`src/rtl/utl2_pkg.sv`:
```
package utl2_pkg;
  localparam int unsigned CELL_LEN = 53;
  localparam int unsigned BYTE_W   = 8;

  typedef enum logic [1:0] {
    EN_STEADY = 2'd0,
    EN_FALL   = 2'd1,
    EN_RISE   = 2'd2
  } en_edge_e;
endpackage

```
`src/rtl/utl2_cell_store.sv`:
```
module utl2_cell_store #(
  parameter int unsigned CELL_BYTES = utl2_pkg::CELL_LEN,
  parameter int unsigned DATA_W     = utl2_pkg::BYTE_W
) (
  input  logic              clk,
  input  logic              rst_n,
  input  logic [DATA_W-1:0] wr_data,
  input  logic              wr_valid,
  output logic              wr_ready,
  input  logic              rd_adv,
  output logic [DATA_W-1:0] rd_data,
  output logic              rd_first,
  output logic              cell_ready
);
  localparam int unsigned PW = $clog2(CELL_BYTES);
  localparam int unsigned CW = $clog2(CELL_BYTES + 1);
  localparam logic [PW-1:0] LAST_IDX = PW'(CELL_BYTES - 1);
  localparam logic [CW-1:0] FULL_CNT = CW'(CELL_BYTES);

  logic [DATA_W-1:0] mem [CELL_BYTES];
  logic [CW-1:0]     fill_cnt;
  logic [PW-1:0]     rd_ptr;
  logic              wr_fire;

  assign cell_ready = (fill_cnt == FULL_CNT);
  assign wr_ready   = !cell_ready;
  assign wr_fire    = wr_valid && wr_ready;
  assign rd_data    = mem[rd_ptr];
  assign rd_first   = (rd_ptr == '0);

  always_ff @(posedge clk) begin
    if (wr_fire) mem[PW'(fill_cnt)] <= wr_data;
  end

  always_ff @(posedge clk or negedge rst_n) begin
    if (!rst_n) begin
      fill_cnt <= '0;
      rd_ptr   <= '0;
    end else if (rd_adv && cell_ready) begin
      if (rd_ptr == LAST_IDX) begin
        rd_ptr   <= '0;
        fill_cnt <= '0;
      end else begin
        rd_ptr <= rd_ptr + 1'b1;
      end
    end else if (wr_fire) begin
      fill_cnt <= fill_cnt + 1'b1;
    end
  end
endmodule

```
`src/rtl/utl2_sel_track.sv`:
```
module utl2_sel_track (
  input  logic clk,
  input  logic rst_n,
  input  logic addr_n,
  input  logic enable_n,
  output logic xfer
);
  import utl2_pkg::*;

  logic     en_q;
  logic     sel_q;
  logic     sel_now;
  en_edge_e edge_kind;

  always_comb begin
    if (en_q && !enable_n)      edge_kind = EN_FALL;
    else if (!en_q && enable_n) edge_kind = EN_RISE;
    else                        edge_kind = EN_STEADY;
  end

  assign sel_now = (edge_kind == EN_FALL) ? !addr_n : sel_q;
  assign xfer    = !enable_n && sel_now;

  always_ff @(posedge clk or negedge rst_n) begin
    if (!rst_n) begin
      en_q  <= 1'b1;
      sel_q <= 1'b0;
    end else begin
      en_q <= enable_n;
      case (edge_kind)
        EN_FALL: sel_q <= !addr_n;
        EN_RISE: if (addr_n) sel_q <= 1'b0;
        default: sel_q <= sel_q;
      endcase
    end
  end
endmodule

```
`src/rtl/utl2_cell_tx.sv`:
```
module utl2_cell_tx #(
  parameter int unsigned CELL_BYTES = utl2_pkg::CELL_LEN,
  parameter int unsigned DATA_W     = utl2_pkg::BYTE_W
) (
  input  logic              clk,
  input  logic              rst_n,
  input  logic [DATA_W-1:0] src_data,
  input  logic              src_valid,
  output logic              src_ready,
  input  logic              addr_n,
  input  logic              enable_n,
  output logic              clav_o,
  output logic              clav_oe,
  output logic              soc_o,
  output logic              soc_oe,
  output logic [DATA_W-1:0] data_o,
  output logic              data_oe
);
  logic              xfer;
  logic              cell_ready;
  logic              rd_first;
  logic [DATA_W-1:0] rd_data;
  logic              rd_adv;

  assign rd_adv = xfer && cell_ready;

  utl2_sel_track sel_i (
    .clk      (clk),
    .rst_n    (rst_n),
    .addr_n   (addr_n),
    .enable_n (enable_n),
    .xfer     (xfer)
  );

  utl2_cell_store #(
    .CELL_BYTES (CELL_BYTES),
    .DATA_W     (DATA_W)
  ) store_i (
    .clk        (clk),
    .rst_n      (rst_n),
    .wr_data    (src_data),
    .wr_valid   (src_valid),
    .wr_ready   (src_ready),
    .rd_adv     (rd_adv),
    .rd_data    (rd_data),
    .rd_first   (rd_first),
    .cell_ready (cell_ready)
  );

  always_ff @(posedge clk or negedge rst_n) begin
    if (!rst_n) begin
      clav_o  <= 1'b0;
      clav_oe <= 1'b0;
      soc_o   <= 1'b0;
      soc_oe  <= 1'b0;
      data_o  <= '0;
      data_oe <= 1'b0;
    end else begin
      clav_oe <= !addr_n;
      clav_o  <= !addr_n && cell_ready;
      data_oe <= xfer;
      soc_oe  <= xfer;
      data_o  <= rd_adv ? rd_data : '0;
      soc_o   <= rd_adv && rd_first;
    end
  end
endmodule

```
`config.mk`:
```
export PLATFORM = sky130hd
export DESIGN_NAME = utl2_cell_tx
export DESIGN_NICKNAME = d
export VERILOG_FILES = /design/src/rtl/utl2_pkg.sv /design/src/rtl/utl2_cell_store.sv /design/src/rtl/utl2_sel_track.sv /design/src/rtl/utl2_cell_tx.sv
export SDC_FILE = /design/constraint.sdc
export NUM_CORES = 1
export LEC_CHECK = 0
export BUFFER_PORTS_ARGS = -buffer_cell sky130_fd_sc_hd__buf_2
export CAP_MARGIN = 20
export CORE_UTILIZATION = 62
export CTS_CLUSTER_DIAMETER = 30
export DETAILED_ROUTE_END_ITERATION = 16
export GPL_TIMING_DRIVEN = 0
export PLACE_DENSITY = 0.79
export SLEW_MARGIN = 20
export SYNTH_ARGS = -nofsm -noshare
export SYNTH_HDL_FRONTEND = slang
export SYNTH_SLANG_ARGS = --single-unit
export TNS_END_PERCENT = 20
```
`constraint.sdc`:
```
create_clock -name clk -period 2.55 [get_ports clk]
set_clock_uncertainty 0.2 [all_clocks]
set_input_delay 0.51 -clock clk [delete_from_list [all_inputs] [get_ports clk]]
set_output_delay 0.51 -clock clk [all_outputs]
set_load 0.02 [all_outputs]
```
==> summary.md, run 1 <==
| Metric | Value |
|---|---|
| Yosys top cell area share | `71.46%` |
| Register area share after synthesis | `75.11%` |
| Reg-to-reg slack, setup | `-110 ps` |
| Max Fclk | `0.3755 GHz` |
| Pre-antenna DRT Iters | `5` |
| Status | `complete, but fails checks` |
| Hold Slack | `154.7 ps` |
| Sink Count | `450` |
| TritonCTS clock tree | `built` |
| Final Critical Period | `2663 ps` |
| Largest net degree at the start of global routing | `54` |
| Core Area | `28010 um2` |
| Row count | `61` |
| Synth warnings | `0` |
| Largest cells by area after synthesis | `edfxtp_1 (71%), mux4_2 (7.1%), mux2i_1 (4.1%)` |
| Slew Viols, Final | `0` |
| PwrDens | `909.6 nW/um2` |
| Gate Count Post-Synth | `962` |
| Worst min-delay path class | `input port to flop` |
| Power share of the combinational group | `7.2%` |
| Max_slew headroom | `22.50%` |
| Leakage power | `7.211 nW` |
| Initial core utilization | `63.61%` |
| Delay of the slowest critical-path stage | `660 ps` |
| Initial antenna violation count | `1` |
| Number of port buffers | `26` |
| Filler cells | `1399` |
| Worst VDD drop | `0.7763 mV` |
| Antenna diodes | `0` |
| Period utilization | `104.4%` |
| DR vias | `10430` |
| Hpwl dp | `25200 um` |
| Psw | `4.500 mW` |
| Via density | `6.917` |
| Gpl congestion | `0.8782` |
| Sequential Area | `13390 um2` |
| Final hold viol count | `0` |
| Cell taking the most area after synthesis | `edfxtp_1` |
| Root Driver | `clkbuf_16` |
| I/O pin count | `27` |
| Most frequent cell after synthesis | `edfxtp_1` |
| Inserted Clock Buffers | `73` |
| Failing checks | `setup timing` |
| Syn_nets | `979` |
| Library cells used by synthesis | `60` |
| Critical Path Source Type | `flop` |
| Routed wire length | `45140 um` |
| Worst-path clk slew | `50 ps` |
| Synth Area per Inst | `18.52 um2` |
| Post-synthesis cell area | `17820 um2` |
| Share of layout cells above drive strength 1 | `30.53%` |
| CP endpoint kind | `flop` |
| Unrepaired setup endpoints after global routing | `true` |
| Die W | `171.5 um` |
| Least-Margin Pin Slew | `1162 ps` |
| Sequential share of power | `43.5%` |
| Int Pwr | `15.05 mW` |
| Async set or reset register ratio after synthesis | `5.778%` |
| Clock share of power | `49.3%` |
| Gr usage total | `31.31%` |
| Vias in the first global route | `10390` |
| Crit path DAT | `2640 ps` |
| Sw frac | `23.02%` |
| Clk Latency, worst-skew pair | `560 ps` |
| Area of the multi-input gates | `4484 um2` |
| Area growth, synth to finish | `20.60%` |
| H-tree depth | `3` |
| CTS Buffer Depth | `3` |
| Drc violations | `0` |
| Worst-path maximum fanout | `8` |
| EDFF count, synth | `424` |
| DIE AREA | `29420 um2` |
| Tot Pwr | `19.55 mW` |
| Main synth FF type | `edfxtp_1` |
| Die Ht | `171.5 um` |
| Worst path required time | `2530 ps` |
| Setup ws final | `-113.4 ps` |
| Max Cap Violations | `0` |
| Critical setup path kind | `flop to flop` |
| Grt ovf | `0` |
| Detail Route Antenna Nets | `0` |
| Endpoints failing setup | `91` |
| CP Cell Sequence | `nor2b_1 > nand3_1 > nor2_2` |
| Yosys reg bits | `450` |
| Final #Nets | `1090` |
| First-pass GRT wire length | `64840 um` |
| Synth top cells by count | `edfxtp_1 (424), nor2_1 (79), mux2i_1 (73), mux4_2 (56), dfrtp_1 (25)` |
| Slowest CP cell | `nor2_2` |
| Initial drt markers | `1426` |
| Routed len/inst | `29.93 um` |
final timing paths:
path                       cells past startpoint           startpoint                  end
setup / recovery                               3  store_i.fill_cnt[2]   store_i.mem[35][0]
hold / removal                                 3            src_valid  store_i.fill_cnt[0]
setup reg to reg                               3  store_i.fill_cnt[2]   store_i.mem[35][0]
hold reg to reg                                2          sel_i.sel_q          sel_i.sel_q
max in group asynchronous                      2                rst_n    store_i.rd_ptr[0]
min in group asynchronous                      2                rst_n  store_i.fill_cnt[2]
kinds of logic (layout without fill, tap and decap cells):
group | Yosys count | after routing | share of synthesized area (%)
fa+ha+maj | 4 | 4 | 0.2809
flops | 450 | 450 | 75.11
compound gates | 139 | 139 | 5.934
xor+xnor | 9 | 9 | 0.4424
buf+inv | 61 | 229 | 2.036
mux | 141 | 141 | 11.94
simple gates | 158 | 158 | 4.256
stage by stage:
step	instances	setup slack (ps)	utilization (%)	setup TNS, ps	area [um2]
global route	1508	-167.7	76.71	-12510	21490
global placement	1366	-646.8	65.77	-90660	18420
detailed placement	1366	-706.5	65.77	-110690	18420
CTS	1504	-126.1	75.87	-3873	21250
finish	1508	-113.4	76.71	-5951	21490
floorplan	962	219.3	-	0	17820
power by group through the flow:
stage               Combinational (mW)  Clock [mW]  Sequential (mW)
floorplan                        0.690           0             8.58
global placement                  1.07           0             8.60
detailed placement                1.10           0             8.61
CTS                               1.30        9.63             8.49
global route                      1.47        9.98             8.51
finish                            1.41        9.64             8.50
placed cells by master (no fill, tap or decap), types with 13 or more instances in the layout:
cell	Yosys	routed
nor2_2	0	18
nand3_1	14	13
clkbuf_16	0	75
nor2_4	0	31
a22oi_1	17	17
edfxtp_1	424	424
mux2i_1	73	68
a21oi_1	14	13
a22o_1	14	14
buf_4	9	15
o22ai_1	17	16
o21ai_0	14	14
dfrtp_1	25	22
clkbuf_1	14	15
nor2_1	79	30
buf_2	20	32
mux4_2	56	56
nand2_1	24	20
timing repair:
| item | in CTS | in global routing |
|---|---|---|
| setup endpoints to repair | 285 | 408 |
| endpoints found under the hold margin | 30 | 0 |
| gates resized for setup | 98 | 65 |
| buffers inserted | 3 | 4 |
| hold buffers | 3 | 0 |
| pin swaps | 3 | 4 |
state kept, by name (all words and copies together), names as in the netlist:
signal / count
sel_i.sel_q: 1
store_i.mem: 424
sel_i.en_q: 1
soc_oe: 1
soc_o: 1
store_i.fill_cnt: 6
clav_o: 1
store_i.rd_ptr: 6
clav_oe: 1
data_o: 8
layout make-up:
| cell class | count | share of cell area (%) |
|---|---|---|
| clock buffers | 86 | 9.019 |
| plain buffers | 56 | 2.184 |
| repair buffers | 36 | 1.048 |
| inverters | 5 | 0.08734 |
| flip-flops and latches | 450 | 62.30 |
| multi-input cells | 451 | 20.87 |
| clock inverters | 46 | 2.288 |
| well taps | 378 | 2.201 |
worst max-delay path: cells and delay by family, from the launching register on:
kind,cells,cell delay (ps)
flip-flops,1,440
AND/OR/NAND/NOR,3,1630
metal layers:
metal | GRT usage [%] | vias to the layer above | routed length [um]
met4 | 16.15 | 2 | 2104
li1 | - | 4120 | -
met1 | 42.42 | 5303 | 16590
met2 | 48.62 | 826 | 21690
met3 | 6.489 | 180 | 4748
met5 | 0 | - | 13
Note: power is estimated with default switching activity, not from simulation.
==> inputs of run 2 (changes only) <==
SKIP_LAST_GASP = 1   (was not set)
clock period = 2.95 ns   (was 2.55 ns; I/O delays follow)
==> summary.md, run 2 (synthesis gave the netlist of run 1 again) <==
| Metric | Value |
|---|---|
| Endpoints failing setup | `112 (+23%)` |
| Unrepaired setup endpoints after global routing | `true` |
| CTS Buffer Depth | `3 (unchanged)` |
| Share of layout cells above drive strength 1 | `25.58% (-5.0 points)` |
| Most frequent cells in the layout | `edfxtp_1 (424), clkbuf_16 (75), mux2i_1 (73)` |
| Failing checks | `setup timing` |
| Worst reg-to-reg path cell count | `5 (+2)` |
| Critical setup path kind | `flop to flop` |
| Pre-antenna DRT Iters | `6 (+1)` |
| Hold Slack | `23.90 ps (-130.8 ps)` |
| Grt ovf | `0 (unchanged)` |
| DIE AREA | `29420 um2 (unchanged)` |
| Max Cap Violations | `0 (unchanged)` |
| First-pass GRT wire length | `63630 um (-1.9%)` |
| Worst Setup EP | `store_i.mem[39][4]` |
| Worst-path maximum fanout | `10 (+2)` |
| Highest metal used | `met4` |
| Area growth, synth to finish | `18.11%` |
| Final #Nets | `1082 (-0.73%)` |
| Metal3 WL | `4379 um (-7.8%)` |
| Cell area after placement | `18420 um2 (unchanged)` |
| Gpl congestion | `0.8782 (unchanged)` |
| Slew Viols, Final | `0 (unchanged)` |
| CP endpoint kind | `flop` |
| Root Driver | `clkbuf_16` |
| Largest regs | `store_i.mem x424, data_o x8` |
| DR vias | `10100 (-3.2%)` |
| Die Ht | `171.5 um (unchanged)` |
| Reg-to-reg slack, setup | `-210 ps (-100 ps)` |
| Post-Layout Cell Count | `1501 (-0.46%)` |
| Final instance area | `21050 um2 (-2.1%)` |
| I/O pin count | `27 (unchanged)` |
| Critical Path Source Type | `flop` |
| Sink Count | `450 (unchanged)` |
| Setup ws final | `-208.9 ps (-95.55 ps)` |
| Least-Margin Pin Slew | `1142 ps (-20.84 ps)` |
| Period utilization | `107.1% (+2.6 points)` |
| Reg2reg end | `store_i.mem[39][4]` |
| TritonCTS clock tree | `built` |
| Worst-path clk slew | `50 ps (about the same)` |
| Max_slew headroom | `23.89% (+1.4 points)` |
| Worst path required time | `2960 ps (+430 ps)` |
| Inserted Clock Buffers | `73 (unchanged)` |
| Wire length on met1 | `16280 um (-1.9%)` |
| Routed wl met2 | `21020 um (-3.1%)` |
| Final core utilization | `75.13% (-1.6 points)` |
| Routed wire length | `43380 um (-3.9%)` |
| Initial core utilization | `63.61% (unchanged)` |
| Drc violations | `0 (unchanged)` |
| Critical path origin | `store_i.fill_cnt[3]` |
| PwrDens | `795.0 nW/um2 (-13%)` |
| Post-Route Setup TNS | `-11750 ps (-5797 ps)` |
| Status | `complete, but fails checks` |
| H-tree depth | `3 (unchanged)` |
| Initial drt markers | `1365 (-4.3%)` |
| Max Fclk | `0.3166 GHz (-16%)` |
| Filler cells | `1507 (+7.7%)` |
| Core Area | `28010 um2 (unchanged)` |
| R2r startpoint | `store_i.fill_cnt[3]` |
| Setup bufs post-CTS | `0 (-3)` |
| Hpwl dp | `25200 um (unchanged)` |
| Commonest non-fill, non-tap cell in the layout | `edfxtp_1` |
| # placed instances | `1366 (unchanged)` |
| Clk Latency, worst-skew pair | `560 ps (about the same)` |
| Gr usage total | `30.84% (-0.47 points)` |
| Via density | `6.726 (-2.8%)` |
| Max FFs per register | `424 (unchanged)` |
| Detail Route Antenna Nets | `0 (unchanged)` |
| Final Critical Period | `3159 ps (+495.6 ps)` |
| Routed len/inst | `28.90 um (-3.5%)` |
| Initial antenna violation count | `1 (unchanged)` |
| Die W | `171.5 um (unchanged)` |
| Row count | `61 (unchanged)` |
| Crit path DAT | `3170 ps (+530 ps)` |
| Final hold viol count | `0 (unchanged)` |
| Leakage power | `7.037 nW (-2.4%)` |
| Worst min-delay path class | `input port to flop` |
| Worst VDD drop | `0.6647 mV (-14%)` |
| Largest reg by FF count | `store_i.mem` |
| Number of port buffers | `26 (unchanged)` |
| Vias in the first global route | `10230 (-1.5%)` |
| Largest net degree at the start of global routing | `54 (unchanged)` |
## run 2: cell type report
class / instances / area [um2] / share of cell area (%)
clock buffer: 86 / 1938 / 9.209
timing repair buffer: 28 / 150.1 / 0.7134
multi-input combinational: 451 / 4242 / 20.15
buffer: 56 / 345.3 / 1.641
tap: 378 / 473.0 / 2.247
sequential: 450 / 13380 / 63.60
antenna: 1 / 2.502 / 0.01189
inverter: 5 / 18.77 / 0.08918
clock inverter: 46 / 491.7 / 2.337
## run 2: layer usage
layer	track usage [%]	vias up
met5	0	-
met4	13.94	0
met3	6.006	128
met2	48.34	724
met1	42.48	5132
li1	-	4112
## run 2: power breakdown
| part | internal (mW) | switching (mW) | total (mW) |
|---|---|---|---|
| clock network | 5.41 | 2.90 | 8.31 |
| registers | 7.25 | 0.0869 | 7.34 |
| logic | 0.307 | 0.778 | 1.08 |
| total | 13.0 | 3.76 | 16.7 |
## run 2: timing repair
action	4_1_cts	5_1_grt
endpoints found under the hold margin	26	0
endpoints found under the setup margin	171	189
resized for setup	9	41
hold buffers	2	0
## run 2: how the worst min path moves through the flow
stage                        endpoint  slack, ps   startpoint  cells after the start
after detailed placement  sel_i.sel_q        320  sel_i.sel_q                      2
after CTS                     clav_oe         10       addr_n                      2
after floorplan                clav_o         90        rst_n                      0
final                         clav_oe         20       addr_n                      2
after global routing          clav_oe         30       addr_n                      2
after global placement    sel_i.sel_q        320  sel_i.sel_q                      2
## run 2: worst max-delay path: stages, from the launching register on
cell      delay, ps
dfrtp_1         350
clkbuf_1        400
and3b_1         260
a21oi_1         490
nand3_2         600
nor2_4          490
## run 2: metrics by stage
step | setup slack, ps | total power, mW
floorplan | 619.3 | 8.017
global placement | -246.8 | 8.358
detailed placement | -306.5 | 8.400
CTS | -193.5 | 16.64
global route | -187.6 | 17.10
finish | -208.9 | 16.73
==> inputs of run 3 (changes only) <==
SKIP_CTS_REPAIR_TIMING = 1   (was not set)
==> summary.md, run 3 (synthesis gave the netlist of run 1 again) <==
| Metric | Value |
|---|---|
| Status | `complete, but fails checks` |
| Failing checks | `setup timing` |
| Root Driver | `clkbuf_16` |
| # placed instances | `1366 (unchanged)` |
| Worst-path clk slew | `50 ps (about the same)` |
| Most frequent cells in the layout | `edfxtp_1 (424), clkbuf_16 (75), mux2i_1 (73)` |
| Max Cap Violations | `0 (unchanged)` |
| Leakage power | `7.035 nW (about the same)` |
| Final #Nets | `1082 (unchanged)` |
| Slew Viols, Final | `0 (unchanged)` |
| Final Critical Period | `3115 ps (-44.32 ps)` |
| Initial antenna violation count | `1 (unchanged)` |
| Detail Route Antenna Nets | `0 (unchanged)` |
| Clk Latency, worst-skew pair | `570 ps (about the same)` |
| Final hold viol count | `0 (unchanged)` |
| Worst min-delay path class | `input port to flop` |
| CTS Buffer Depth | `3 (unchanged)` |
| Vias in the first global route | `10210 (-0.16%)` |
| Unrepaired setup endpoints after global routing | `true` |
| Die Ht | `171.5 um (unchanged)` |
| Tot Pwr | `16.70 mW (-0.18%)` |
| Core Area | `28010 um2 (unchanged)` |
| Least-Margin Pin Slew | `1144 ps (+2.131 ps)` |
| PwrDens | `795.4 nW/um2 (about the same)` |
| I/O pin count | `27 (unchanged)` |
| Die W | `171.5 um (unchanged)` |
| Initial drt markers | `1316 (-3.6%)` |
| Pre-antenna DRT Iters | `5 (-1)` |
| Commonest non-fill, non-tap cell in the layout | `edfxtp_1` |
| Max_slew headroom | `23.75% (-0.14 points)` |
| DIE AREA | `29420 um2 (unchanged)` |
| Row count | `61 (unchanged)` |
| Grt ovf | `0 (unchanged)` |
| Post-Layout Cell Count | `1501 (unchanged)` |
| TritonCTS clock tree | `built` |
| Inserted Clock Buffers | `73 (unchanged)` |
| Largest net degree at the start of global routing | `54 (unchanged)` |
| Routed wire length | `43360 um (about the same)` |
| Worst path required time | `2930 ps (-30 ps)` |
| Gr usage total | `30.79% (-0.042 points)` |
| Drc violations | `0 (unchanged)` |
| Endpoints failing setup | `138 (+23%)` |
| Number of port buffers | `26 (unchanged)` |
| Critical Path Source Type | `flop` |
| Max Fclk | `0.3211 GHz (+1.4%)` |
| Worst-path maximum fanout | `10 (unchanged)` |
| Share of layout cells above drive strength 1 | `25.31% (-0.27 points)` |
| Slowest CP cell | `nor2_2` |
| Largest reg by FF count | `store_i.mem` |
| Critical setup path kind | `flop to flop` |
| Routed len/inst | `28.89 um (about the same)` |
| DR vias | `10070 (-0.22%)` |
| Initial core utilization | `63.61% (unchanged)` |
| CP endpoint kind | `flop` |
| Post-Place Worst Slack | `-306.5 ps (unchanged)` |
| H-tree depth | `3 (unchanged)` |
| Hpwl dp | `25200 um (unchanged)` |
| Delay of the slowest critical-path stage | `610 ps (about the same)` |
| Largest regs | `store_i.mem x424, data_o x8` |
| Sink Count | `450 (unchanged)` |
| Period utilization | `105.6% (-1.5 points)` |
| Setup ws final | `-164.6 ps (+44.32 ps)` |
| First-pass GRT wire length | `63530 um (-0.16%)` |
| Max FFs per register | `424 (unchanged)` |
| Hold Slack | `19.73 ps (-4.172 ps)` |
| CP Cell Sequence | `clkbuf_1 > and3b_1 > a21oi_1 > nand2_1 > nor2_2` |
| Gpl congestion | `0.8782 (unchanged)` |
| Area growth, synth to finish | `17.83%` |
| Crit path DAT | `3100 ps (-70 ps)` |
| Worst VDD drop | `0.6659 mV (+0.17%)` |
| Via density | `6.712 (-0.22%)` |
run 3: cell count changes in the layout (fill, tap and decap cells not counted), moves of 2 or more:
cell and delta:
nor2_2 +10, buf_2 -3, nand2_1 +3, nand2_2 -3
nor2_4 -10, clkbuf_4 +2
run 3: path summary, 6_finish.rpt:
check                               startpoint                  end  slack [ps]  depth (start not counted)
setup / recovery           store_i.fill_cnt[3]   store_i.mem[12][0]        -160                          5
hold / removal                          addr_n              clav_oe          20                          2
setup reg to reg           store_i.fill_cnt[3]   store_i.mem[12][0]        -160                          5
hold reg to reg                    sel_i.sel_q          sel_i.sel_q         340                          2
max in group asynchronous                rst_n    store_i.rd_ptr[3]        1630                          2
min in group asynchronous                rst_n  store_i.fill_cnt[2]         430                          2
run 3: per-stage QoR:
stage / util (%) / TNS [ps] / cell area, um2
floorplan: - / 0 / 17820
global placement: 65.77 / -8642 / 18420
detailed placement: 65.77 / -13730 / 18420
CTS: 74.44 / -19840 / 20850
global route: 74.95 / -25030 / 20990
finish: 74.95 / -11030 / 21000
run 3: final cells by class:
type | instances | area [um2]
inverters | 5 | 18.77
clock inverters | 46 | 491.7
well taps | 378 | 473.0
fillers | 1524 | 7015
flip-flops and latches | 450 | 13380
diodes | 1 | 2.502
clock buffers | 86 | 1938
plain buffers | 56 | 352.8
multi-input cells | 451 | 4184
repair buffers | 28 | 150.1
run 3: metal layers:
metal	routed length [um]	track usage [%]	vias up
li1	-	-	4099
met1	16530	42.66	5131
met2	20680	48.05	698
met3	4295	5.983	146
met4	1859	13.86	0
met5	0	0	-
run 3: power by group:
part	switching [mW]	internal (mW)	leakage (nW)
clock network	2.91	5.41	1.17
registers	0.0856	7.25	4.16
logic	0.744	0.303	1.71
total	3.74	13.0	7.03
run 3: critical path: cells and delay by family, from the launching register on:
kind / cells / cell delay (ps)
compound gates: 1 / 390
buf+inv: 1 / 380
flops: 1 / 350
simple gates: 3 / 1400
